[src/rtl/kb_pkg.sv]
package kb_pkg;
  localparam int unsigned ADDR_W = 12;
  localparam int unsigned IDX_W  = ADDR_W - 2;
  localparam int unsigned DATA_W = 32;

  typedef enum logic [1:0] {ACC_NONE, ACC_RW, ACC_RO, ACC_WO} acc_e;

  // word indices (byte offset / 4)
  localparam logic [IDX_W-1:0] W_SCRATCH = 10'h000;
  localparam logic [IDX_W-1:0] W_LOCK    = 10'h001;
  localparam logic [IDX_W-1:0] W_UNLOCK  = 10'h002;
  localparam logic [IDX_W-1:0] W_LSTAT   = 10'h003;
  localparam logic [IDX_W-1:0] W_PLL0    = 10'h040;
  localparam logic [IDX_W-1:0] W_PLLST   = 10'h043;
  localparam logic [IDX_W-1:0] W_RSTCTL  = 10'h080;
  localparam logic [IDX_W-1:0] W_REASON  = 10'h094;
  localparam logic [IDX_W-1:0] W_BOOT    = 10'h097;
  localparam logic [IDX_W-1:0] W_ID      = 10'h14C;
  localparam logic [IDX_W-1:0] W_CAL     = 10'h183;
  localparam logic [IDX_W-1:0] W_REF     = 10'h185;
  localparam logic [IDX_W-1:0] W_PIN0    = 10'h1C0;

  localparam int unsigned NUM_PLL = 3;

  localparam logic [15:0] KEY_ENGAGE  = 16'h767B;
  localparam logic [15:0] KEY_RELEASE = 16'hDF0D;

  localparam logic [DATA_W-1:0] PLL_RV     = 32'h0001_A008;
  localparam logic [DATA_W-1:0] PLLST_RV   = 32'h0000_003F;
  localparam logic [DATA_W-1:0] BOOT_RV    = 32'h0000_0001;
  localparam logic [DATA_W-1:0] REASON_RV  = 32'h0000_0040;
  localparam logic [DATA_W-1:0] PIN_RV     = 32'h0000_1601;
  localparam logic [DATA_W-1:0] PIN_ALT_RV = 32'h0000_0601;
  localparam int unsigned PIN_ALT_LO = 2;
  localparam int unsigned PIN_ALT_HI = 8;

  // storage slot layout
  localparam int unsigned SLOT_SCRATCH = 0;
  localparam int unsigned SLOT_PLL     = 1;
  localparam int unsigned SLOT_RST     = SLOT_PLL + NUM_PLL;
  localparam int unsigned SLOT_REASON  = SLOT_RST + 1;
  localparam int unsigned SLOT_PIN     = SLOT_REASON + 1;
endpackage

[src/rtl/kb_rst_sync.sv]
module kb_rst_sync (
  input  logic clk_i,
  input  logic rst_ni,
  output logic rst_no
);
  logic [1:0] sync_q;
  logic [1:0] sync_d;

  always_comb sync_d = {sync_q[0], 1'b1};

  always_ff @(posedge clk_i or negedge rst_ni) begin
    if (!rst_ni) sync_q <= 2'b00;
    else         sync_q <= sync_d;
  end

  assign rst_no = sync_q[1];
endmodule

[src/rtl/kb_decode.sv]
module kb_decode import kb_pkg::*; #(
  parameter int unsigned NUM_PIN = 54,
  parameter int unsigned SLOT_W  = 6
) (
  input  logic [IDX_W-1:0]  word_i,
  output acc_e              cls_o,
  output logic [SLOT_W-1:0] slot_o,
  output logic              is_lock_o,
  output logic              is_unlock_o,
  output logic              is_rstctl_o
);
  localparam logic [IDX_W-1:0] PLL_N = IDX_W'(NUM_PLL);
  localparam logic [IDX_W:0]   PIN_N = (IDX_W+1)'(NUM_PIN);

  logic [IDX_W-1:0] pll_off;
  logic [IDX_W:0]   pin_off;

  always_comb begin
    cls_o       = ACC_NONE;
    slot_o      = '0;
    is_lock_o   = 1'b0;
    is_unlock_o = 1'b0;
    is_rstctl_o = 1'b0;
    pll_off     = word_i - W_PLL0;
    pin_off     = {1'b0, word_i} - {1'b0, W_PIN0};
    if (word_i == W_SCRATCH) begin
      cls_o  = ACC_RW;
      slot_o = SLOT_W'(SLOT_SCRATCH);
    end else if (word_i == W_LOCK) begin
      cls_o     = ACC_WO;
      is_lock_o = 1'b1;
    end else if (word_i == W_UNLOCK) begin
      cls_o       = ACC_WO;
      is_unlock_o = 1'b1;
    end else if (word_i >= W_PLL0 && pll_off < PLL_N) begin
      cls_o  = ACC_RW;
      slot_o = SLOT_W'(SLOT_PLL) + SLOT_W'(pll_off);
    end else if (word_i == W_RSTCTL) begin
      cls_o       = ACC_RW;
      slot_o      = SLOT_W'(SLOT_RST);
      is_rstctl_o = 1'b1;
    end else if (word_i == W_REASON) begin
      cls_o  = ACC_RW;
      slot_o = SLOT_W'(SLOT_REASON);
    end else if (word_i >= W_PIN0 && pin_off < PIN_N) begin
      cls_o  = ACC_RW;
      slot_o = SLOT_W'(SLOT_PIN) + SLOT_W'(pin_off);
    end else if (word_i == W_LSTAT || word_i == W_PLLST ||
                 word_i == W_BOOT  || word_i == W_ID) begin
      cls_o = ACC_RO;
    end else if (word_i == W_CAL || word_i == W_REF) begin
      cls_o = ACC_WO;
    end
  end
endmodule

[src/rtl/kb_lock.sv]
module kb_lock import kb_pkg::*; (
  input  logic        clk_i,
  input  logic        rst_ni,
  input  logic        engage_wr_i,
  input  logic        release_wr_i,
  input  logic [15:0] key_i,
  output logic        locked_o
);
  logic lock_d;
  logic lock_q;

  always_comb begin
    lock_d = lock_q;
    if (engage_wr_i && key_i == KEY_ENGAGE)   lock_d = 1'b1;
    if (release_wr_i && key_i == KEY_RELEASE) lock_d = 1'b0;
  end

  always_ff @(posedge clk_i or negedge rst_ni) begin
    if (!rst_ni) lock_q <= 1'b1;
    else         lock_q <= lock_d;
  end

  assign locked_o = lock_q;
endmodule

[src/rtl/kb_store.sv]
module kb_store import kb_pkg::*; #(
  parameter int unsigned NUM_PIN   = 54,
  parameter int unsigned NUM_SLOTS = SLOT_PIN + NUM_PIN,
  parameter int unsigned SLOT_W    = 6
) (
  input  logic                             clk_i,
  input  logic                             rst_ni,
  input  logic                             we_i,
  input  logic [SLOT_W-1:0]                slot_i,
  input  logic [DATA_W-1:0]                wdata_i,
  output logic [NUM_SLOTS-1:0][DATA_W-1:0] q_o
);
  function automatic logic [DATA_W-1:0] rst_val(int unsigned i);
    if (i >= SLOT_PLL && i < SLOT_PLL + NUM_PLL) return PLL_RV;
    if (i == SLOT_REASON) return REASON_RV;
    if (i >= SLOT_PIN) begin
      if (i - SLOT_PIN >= PIN_ALT_LO && i - SLOT_PIN <= PIN_ALT_HI) return PIN_ALT_RV;
      return PIN_RV;
    end
    return '0;
  endfunction

  for (genvar i = 0; i < NUM_SLOTS; i++) begin : g_slot
    localparam logic [DATA_W-1:0] RV = rst_val(i);
    logic hit;
    assign hit = we_i && (slot_i == SLOT_W'(i));
    if (i == SLOT_SCRATCH) begin : g_flag
      logic flag_q;
      always_ff @(posedge clk_i or negedge rst_ni) begin
        if (!rst_ni)  flag_q <= RV[0];
        else if (hit) flag_q <= wdata_i[0];
      end
      assign q_o[i] = {{(DATA_W-1){1'b0}}, flag_q};
    end else begin : g_word
      logic [DATA_W-1:0] word_q;
      always_ff @(posedge clk_i or negedge rst_ni) begin
        if (!rst_ni)  word_q <= RV;
        else if (hit) word_q <= wdata_i;
      end
      assign q_o[i] = word_q;
    end
  end
endmodule

[src/rtl/syscfg_keylock_bank.sv]
module syscfg_keylock_bank import kb_pkg::*; #(
  parameter int unsigned       NUM_PIN = 54,
  parameter logic [DATA_W-1:0] ID_CODE = 32'h0A5C_1001
) (
  input  logic              clk_i,
  input  logic              rst_ni,
  input  logic [ADDR_W-1:0] addr_i,
  input  logic              wr_en_i,
  input  logic [DATA_W-1:0] wr_data_i,
  input  logic              rd_en_i,
  output logic [DATA_W-1:0] rd_data_o,
  output logic              acc_err_o,
  output logic              soft_rst_req_o
);
  localparam int unsigned NUM_SLOTS = SLOT_PIN + NUM_PIN;
  localparam int unsigned SLOT_W    = $clog2(NUM_SLOTS);

  logic                             rst_n_s;
  logic [IDX_W-1:0]                 word;
  logic [1:0]                       unused_lo;
  acc_e                             dec_cls;
  logic [SLOT_W-1:0]                dec_slot;
  logic                             dec_lock, dec_unlock, dec_rstctl;
  logic                             lock_q;
  logic                             store_we;
  logic [NUM_SLOTS-1:0][DATA_W-1:0] slot_q;
  logic [DATA_W-1:0]                rd_val;
  logic [DATA_W-1:0]                rdata_d, rdata_q;
  logic                             err_d, err_q;
  logic                             rreq_d, rreq_q;
  logic                             wr_bad, rd_bad;

  assign word      = addr_i[ADDR_W-1:2];
  assign unused_lo = addr_i[1:0];

  kb_rst_sync u_rst_sync (.clk_i(clk_i), .rst_ni(rst_ni), .rst_no(rst_n_s));

  kb_decode #(.NUM_PIN(NUM_PIN), .SLOT_W(SLOT_W)) u_decode (
    .word_i(word), .cls_o(dec_cls), .slot_o(dec_slot),
    .is_lock_o(dec_lock), .is_unlock_o(dec_unlock), .is_rstctl_o(dec_rstctl)
  );

  kb_lock u_lock (
    .clk_i(clk_i), .rst_ni(rst_n_s),
    .engage_wr_i(wr_en_i && dec_lock), .release_wr_i(wr_en_i && dec_unlock),
    .key_i(wr_data_i[15:0]), .locked_o(lock_q)
  );

  assign store_we = wr_en_i && dec_cls == ACC_RW && !lock_q;

  kb_store #(.NUM_PIN(NUM_PIN), .NUM_SLOTS(NUM_SLOTS), .SLOT_W(SLOT_W)) u_store (
    .clk_i(clk_i), .rst_ni(rst_n_s), .we_i(store_we), .slot_i(dec_slot),
    .wdata_i(wr_data_i), .q_o(slot_q)
  );

  always_comb begin
    case (dec_cls)
      ACC_RW: rd_val = slot_q[dec_slot];
      ACC_RO: begin
        if (word == W_LSTAT)      rd_val = {{(DATA_W-1){1'b0}}, lock_q};
        else if (word == W_PLLST) rd_val = PLLST_RV;
        else if (word == W_BOOT)  rd_val = BOOT_RV;
        else                      rd_val = ID_CODE;
      end
      default: rd_val = '0;
    endcase
  end

  always_comb begin
    wr_bad  = wr_en_i && (dec_cls == ACC_NONE || dec_cls == ACC_RO);
    rd_bad  = rd_en_i && (dec_cls == ACC_NONE || dec_cls == ACC_WO);
    err_d   = wr_bad || rd_bad;
    rreq_d  = wr_en_i && dec_rstctl && !lock_q && wr_data_i[0];
    rdata_d = rd_val;
  end

  always_ff @(posedge clk_i or negedge rst_n_s) begin
    if (!rst_n_s) begin
      rdata_q <= '0;
      err_q   <= 1'b0;
      rreq_q  <= 1'b0;
    end else begin
      if (rd_en_i) rdata_q <= rdata_d;
      err_q  <= err_d;
      rreq_q <= rreq_d;
    end
  end

  assign rd_data_o      = rdata_q;
  assign acc_err_o      = err_q;
  assign soft_rst_req_o = rreq_q;
endmodule

[config.mk]
export PLATFORM = sky130hd
export DESIGN_NAME = syscfg_keylock_bank
export DESIGN_NICKNAME = d
export VERILOG_FILES = /design/src/rtl/kb_pkg.sv /design/src/rtl/kb_rst_sync.sv /design/src/rtl/kb_decode.sv /design/src/rtl/kb_lock.sv /design/src/rtl/kb_store.sv /design/src/rtl/syscfg_keylock_bank.sv
export SDC_FILE = /design/constraint.sdc
export NUM_CORES = 2
export LEC_CHECK = 0
export BUFFER_PORTS_ARGS = -buffer_cell sky130_fd_sc_hd__buf_4
export CAP_MARGIN = 15
export CORE_ASPECT_RATIO = 0.8
export CORE_MARGIN = 1
export CORE_UTILIZATION = 40
export CTS_BUF_LIST = sky130_fd_sc_hd__clkbuf_8
export DETAILED_ROUTE_END_ITERATION = 7
export HOLD_SLACK_MARGIN = 0.05
export MAX_ROUTING_LAYER = met4
export PLACE_DENSITY = 0.57
export SLEW_MARGIN = 5
export SYNTH_ARGS = -nofsm -noshare
export SYNTH_HDL_FRONTEND = slang
export SYNTH_HIERARCHICAL = 1
export SYNTH_SLANG_ARGS = --single-unit
[constraint.sdc]
create_clock -name clk_i -period 69.2 [get_ports clk_i]
set_input_delay 13.84 -clock clk_i [delete_from_list [all_inputs] [get_ports clk_i]]
set_output_delay 13.84 -clock clk_i [all_outputs]
set_load 0.05 [all_outputs]
=== After elaboration in Yosys (flattened, before gate mapping) ===
Index checks and enable logic that the tools add are counted.

* Bits in registers: 1926
* Bits in latches: 0
* RAM bits: 0
* Bits in read-only memories: 0
* Input port bits: 48
* Logic and storage cells: 267
* Memories: 0

* Add/sub/neg operators: 4
* $mul: 0
* Divide/modulo/power cells: 0
* $lt $le $gt $ge: 5
* Equal/unequal tests: 74
* Shift operators: 0
* Multiplexer cells: 34
* Bitwise operators: 0
* Reduce and logical (&&, ||, !) cells: 85

{| class="wikitable"
|+ Operator list
! cell !! number
|-
| $bmux 32 s6 || 1
|-
| $eq 6x6->1 const B || 28
|-
| $eq 6x5->1 const B || 16
|-
| $mux 28 || 3
|-
| $logic_and 1x1->1 || 73
|-
| $pmux 32 s2 || 1
|-
| $eq 6x4->1 const B || 8
|-
| $mux 6 || 7
|-
| $mux 32 || 1
|-
| $eq 10x8->1 const B || 3
|-
| $eq 10x9->1 const B || 3
|-
| $eq 6x3->1 const B || 4
|-
| $eq 10x2->1 const B || 2
|-
| $mux 2 || 9
|-
| $eq 16x15->1 const B || 1
|-
| $eq 16x16->1 const B || 1
|-
| $eq 6x2->1 const B || 2
|-
| $mux 1 || 12
|-
| $lt 11x6->1 const B || 1
|-
| $sub 10x9->11 const B || 1
|-
| $eq 10x1->1 const B || 1
|-
| $eq 10x7->1 const B || 1
|-
| $ge 10x7->1 const B || 1
|-
| $ge 10x9->1 const B || 1
|-
| other kinds (14) || 21
|}

=== Logic depth before layout (Yosys ltp) ===
* Depth in word-level cells: 16
* Depth in mapped cells: 18
* Depth with buffers taken out: 14

=== By module ===
Netlist, hierarchy kept.

{| class="wikitable"
|+ By module, submodules not included
! module !! times used !! cells each !! area an instance (um^2)
|-
| kb_store || 1 || 4272 || 71182.0
|-
| syscfg_keylock_bank || 1 || 1226 || 16704.8
|-
| kb_decode || 1 || 93 || 684.4
|-
| kb_lock || 1 || 12 || 115.1
|-
| kb_rst_sync || 1 || 3 || 53.8
|}

=== Worst setup path before layout ===
OpenSTA, ideal clock, no wires.

* Path type: input-to-reg
* From: input addr_i[3]
* To: register rdata_q[30], in the netlist rd_data_o[30]
* Library setup time: 131 ps
* Arrival time: 17672 ps
* Setup slack: 51397 ps
* Cell stages on the path: 13
* Path through: ha_1 > o211a_1 > or4_1 > buf_2 > o221a_1 > a211oi_1 > buf_6 > buf_2 > buf_2 > mux4_2 > mux4_2 > a22oi_1 > nand3_1

* Elaborated cells between the ends (all ways): 46
* Classes of those cells: add/sub (4); order compare (4); eq/ne (12); mux (19); reduce/logical (7)

{| class="wikitable"
|+ RTL lines
! element !! line !! text
|-
| start, declared || syscfg_keylock_bank.sv:7 || <nowiki>input logic [ADDR_W-1:0] addr_i,</nowiki>
|-
| $sub 10x9->11 || kb_decode.sv:25 || <nowiki>pin_off = {1'b0, word_i} - {1'b0, W_PIN0};</nowiki>
|-
| $lt 11x6->1 || kb_decode.sv:45 || <nowiki>end else if (word_i >= W_PIN0 && pin_off < PIN_N) begin</nowiki>
|-
| $logic_and 1x1->1 || kb_decode.sv:45 ||
|-
| $mux 6 || kb_decode.sv:45 ||
|-
| $mux 6 || kb_decode.sv:42 || <nowiki>end else if (word_i == W_REASON) begin</nowiki>
|-
| $mux 6 || kb_decode.sv:38 || <nowiki>end else if (word_i == W_RSTCTL) begin</nowiki>
|-
| $mux 6 || kb_decode.sv:35 || <nowiki>end else if (word_i >= W_PLL0 && pll_off < PLL_N) begin</nowiki>
|-
| $mux 6 || kb_decode.sv:32 || <nowiki>end else if (word_i == W_UNLOCK) begin</nowiki>
|-
| $mux 6 || kb_decode.sv:29 || <nowiki>end else if (word_i == W_LOCK) begin</nowiki>
|-
| $mux 6 (*) || kb_decode.sv:26 || <nowiki>if (word_i == W_SCRATCH) begin</nowiki>
|-
| via dec_slot[0] || syscfg_keylock_bank.sv:22 || <nowiki>logic [SLOT_W-1:0] dec_slot;</nowiki>
|-
| $bmux 32 s6 (*) || syscfg_keylock_bank.sv:58 || <nowiki>ACC_RW: rd_val = slot_q[dec_slot];</nowiki>
|-
| $mux 32 (implied by the code) (*) || syscfg_keylock_bank.sv:58 ||
|-
| $pmux 32 s2 (*) || syscfg_keylock_bank.sv:57 || <nowiki>case (dec_cls)</nowiki>
|-
| end signal, assigned || syscfg_keylock_bank.sv:83 || <nowiki>if (rd_en_i) rdata_q <= rdata_d;</nowiki>
|-
| end, declared || syscfg_keylock_bank.sv:28 || <nowiki>logic [DATA_W-1:0] rdata_d, rdata_q;</nowiki>
|}

Mark *: on every way through the listed nets, which the timed path passes. The rest lies on a longest branch. The select of a mux whose other input is x is not followed.
A chain may end at the register's enable or synchronous reset.

=== Final worst setup path ===
* From: input addr_i[4]
* To: register rdata_q[26], in the netlist rd_data_o[26]

The elaborated chain is that of the path after synthesis.

==> results.txt <==
----------------------------------------------------
[Outcome]
  Status ... finished, final reports clean

[Floorplanning]
  Total die area ... around 220000 sq um
  Std cell rows ... roughly 150
  Horizontal extent of the die ... around 530 um
  Starting density of the core ... about two fifths
  Num ports ... 82
  Core region area ... approximately 220000 sq um
  Die Ht ... approximately 420 um

[Critical path]
  FF-to-FF path depth ... 6
  Worst reg2reg startpoint ... u_rst_sync/sync_q[1]
  Required time of the critical path ... 69.92 ns
  Critical path peak fanout ... 37
  Type of the setup path with the least slack ... in -> reg
  CP Launch Type ... primary input
  Worst setup EP type ... flop
  First element of the critical path ... addr_i[4]
  Arr. time, crit path ... 20.53 ns

[Global route]
  Aggregate global-route resource usage ... roughly 22%
  Met1 track demand over resource in global routing ... between 30% and 40%
  Largest net degree at the start of global routing ... 172
  GR Layer Usage met2 ... 33.2%
  Antenna violations before repair ... 11
  Residual overflow from global routing ... 0
  Routing layer with the top usage in global route ... met2
  Wire length of the first global-routing pass ... 361000 um
  Via count of the first global-routing pass ... 52876
  Global-route met3 utilization ... 3.82%

[Cells and area]
  Area used by sequential logic in the layout ... around 48000 sq um
  Number of fillers in the final layout ... between 15000 and 20000
  Fin util ... 44.4%
  Post-layout net count ... approximately 5600
  Multi-input logic area ... around 38000 sq um
  Count of placed standard cells in the final layout, fillers left out ... 8804
  Layout overhead on the synthesized area ... 10.3%
  Fraction of final layout cells with drive strength greater than 1 ... between 50% and 60%

[Timing]
  Shortest clock period the worst path allows after layout ... 19.81 ns
  Worst-margin pin slew ... ~1.2 ns
  Worst-case headroom to the max-slew limit ... roughly a fifth
  Count of final max-slew check failures ... 0
  Share of the clock period used by the worst path ... between 20 and 30%
  Final count of hold timing violations ... 0
  Setup repair after global routing missed its margin ... false
  Highest Clock Rate ... about 50 MHz
  Setup tns final ... 0 ns
  Setup Skew ... slightly below 0.07 ns
  Total setup violations reported at the end of the flow ... 0

[Synthesis]
  Synthesized area divided by synthesized cell count ... 15.8 sq um
  Count of yosys warnings during synthesis ... 6
  Async S/R FF share, synth ... 100%
  Cells taking the most area after synthesis ... sky130_fd_sc_hd__dfrtp_1 48%, sky130_fd_sc_hd__mux2_2 24%, sky130_fd_sc_hd__mux4_2 13%
  Share of synthesized area occupied by flip-flops and latches ... 54.6%
  Fraction of synthesized cell area taken by the top area cell type ... slightly below 50%
  Complex-gate fraction of the synthesized area ... approximately 1.5%
  Register bit count reported by yosys ... 1926
  Syn Std Cell Area ... around 89000 sq um
  Adder and majority gate portion of the synthesized area ... less than 1%
  Combinational family with the most area after synthesis ... multiplexers
  Most frequently used cell type in the post-synthesis netlist ... sky130_fd_sc_hd__mux2_2
  Share of synthesized cell area in and, or, nand and nor gates ... around 2.0%
  Most instantiated cells after synthesis ... 1909 x sky130_fd_sc_hd__mux2_2, 1703 x sky130_fd_sc_hd__dfrtp_1, 496 x sky130_fd_sc_hd__mux4_2
  Portion of netlist area occupied by mux cells ... between 30% and 40%
  Number of enable-type register cells in the synthesized netlist ... 0
  Cells after synthesis ... between 5000 and 6000
  Count of different cell masters after synthesis ... between 70 and 80
  Post-synthesis xor/xnor area fraction ... less than 1%
  Top flip-flop cell by instance count after synthesis ... sky130_fd_sc_hd__dfrtp_1
  Cell type contributing the most total cell area after synthesis ... sky130_fd_sc_hd__dfrtp_1

[Run]
  Maximum capacitance violations ... 0

[Route]
  # DRC ... 0
  Wire per inst ... between 20 and 30 um
  Count of antenna-violating nets left after detailed routing ... 0
  Drt first pass iters ... 6
  Total number of vias ... a little under 50000
  Number of violations reported at the end of detailed-routing iteration 0 ... about 3400
  Vias per Instance ... 5.64
  Sum of routed wire length over all layers ... between 200000 and 250000 um

[CTS]
  Count of hold-fix buffers inserted at cts ... 0
  CTS-repair resized insts ... 0
  Clk sink count ... 1926
  H-Tree Level Count ... 5
  TritonCTS Buffers ... 317
  Clock tree from TritonCTS ... done
  CTS clock-pin slew for the worst setup and hold paths ... around 0.06 ns
  Clock latency on the worst-skew pair ... approximately 0.95 ns
  Clock tree root driver cell ... sky130_fd_sc_hd__clkbuf_8
  Post-CTS setup buffer count ... 0
  Max Root-Sink Buffers ... 4

[Place]
  PortBufs ... between 70 and 80
  # placed instances ... just over 8000
  Post-DP HPWL ... about 130000 um
  GP Congestion ... roughly 0.80

[Power]
  Combinational cell fraction of total power ... about 6.0%
  Power per unit of standard cell area ... 23.1 nW/um^2
  Reported net switching power ... ~0.00056 W
  Leakage Power ... around 46 nW
  Clock group share of total power ... between 40% and 50%
  Switching portion of total power ... between 20 and 25%
  Power share of the sequential group ... approximately half
  Internal power consumption ... 0.00171 W
  Max IR drop VDD ... ~0.000016 V

[Min path]
  Startpoint of the tightest hold check path ... u_rst_sync/sync_q[0]
  Cells on Worst Hold Path ... 0
  Path category of the worst min-delay check ... reg -> reg

----------------------------------------------------
-- kinds of logic (layout without fill, tap and decap cells) --
logic type / Yosys count / count (layout)
and+or+nand+nor: 349 / 349
adders and majority gates: 15 / 15
AOI/OAI and AO/OA: 174 / 174
DFF: 1926 / 1926
buffers and inverters: 591 / 783
xor gates and xnor gates: 2 / 2
other: 2 / 44
muxes: 2547 / 2547
-- worst paths after layout --
| kind | slack [ns] | to |
|---|---|---|
| max | 49.39 | rd_data_o[26] |
| min | 0.35 | u_rst_sync/sync_q[1] |
| max reg2reg | 63.57 | u_store/g_slot[8].g_word.word_q[21] |
| min reg2reg | 0.35 | u_rst_sync/sync_q[1] |
| max in group asynchronous | 56.42 | u_rst_sync/sync_q[1] |
| min in group asynchronous | 0.47 | u_store/g_slot[46].g_word.word_q[6] |
-- stage by stage --
stage / setup WS [ns] / cell area (sq um) / hold slack [ns] / power (W)
floorplan: 11.93 / 88900 / 0.331 / 0.00127
global placement: 48.42 / 91700 / 0.339 / 0.00131
detailed placement: 48.37 / 91700 / 0.343 / 0.00131
CTS: 49.37 / 97800 / 0.356 / 0.00230
global route: 48.96 / 97900 / 0.369 / 0.00236
finish: 49.39 / 97900 / 0.352 / 0.00227
-- placed cells by master, fill, tap and decap left out, drive strengths merged, types with 12 or more instances in the layout --
master,count
mux2,1944
a22oi,36
clkinv,16
mux2i,107
a2111oi,23
o21ai,27
nand2,117
dfrtp,1703
nor2,85
dfstp,223
clkbuf,387
mux4,496
ha,15
a21oi,22
inv,168
conb,32
buf,202
diode,12
nand3,51
-- worst max-delay path, stage by stage --
cell and delay (ns):
sky130_fd_sc_hd__buf_4 0.16, sky130_fd_sc_hd__ha_1 0.22, sky130_fd_sc_hd__o211a_1 0.23, sky130_fd_sc_hd__or4_1 0.66, sky130_fd_sc_hd__o221a_1 0.34, sky130_fd_sc_hd__a211oi_4 0.23
sky130_fd_sc_hd__buf_4 0.58, sky130_fd_sc_hd__buf_4 0.56, sky130_fd_sc_hd__buf_4 0.72, sky130_fd_sc_hd__buf_4 0.67, sky130_fd_sc_hd__mux4_2 0.60, sky130_fd_sc_hd__mux4_2 0.54
sky130_fd_sc_hd__a22oi_1 0.92, sky130_fd_sc_hd__nand3_1 0.15
-- power by group through the flow --
stage          clock [W]  sequential (W)  combinational (W)
6_report        0.000975         0.00116           0.000135
5_1_grt          0.00106         0.00116           0.000148
4_1_cts          0.00101         0.00115           0.000138
3_5_place_dp           0         0.00117           0.000138
3_3_place_gp           0         0.00117           0.000136
2_1_floorplan          0         0.00119          0.0000828
-- per-layer routing --
layer	part of all wire [%]	wire (um)	up-vias
met5	0	0	-
met4	2.5	6010	0
met3	5.1	12200	388
met2	45	110000	978
met1	47	114000	27472
li1	-	-	20795
-- flip-flops by register name (all words and copies together) (netlist names) --
| name | flops |
|---|---|
| u_rst_sync/sync_q | 2 |
| u_store/g_slot.g_word.word_q | 1888 |
| u_lock/locked_o | 1 |
| rd_data_o | 32 |
| u_store/g_slot.g_flag.flag_q | 1 |
| soft_rst_req_o | 1 |
| acc_err_o | 1 |
-- final cells by class --
type / count / share of cell area [%]
sequential: 1926 / 49.5
multi-input combinational: 3119 / 38.7
clock buffer: 386 / 5.43
tap: 2964 / 3.79
timing repair buffer: 203 / 1.64
clock inverter: 185 / 0.825
inverter: 9 / 0.0345
antenna: 12 / 0.0307
Note: power is estimated with default switching activity, not from simulation.
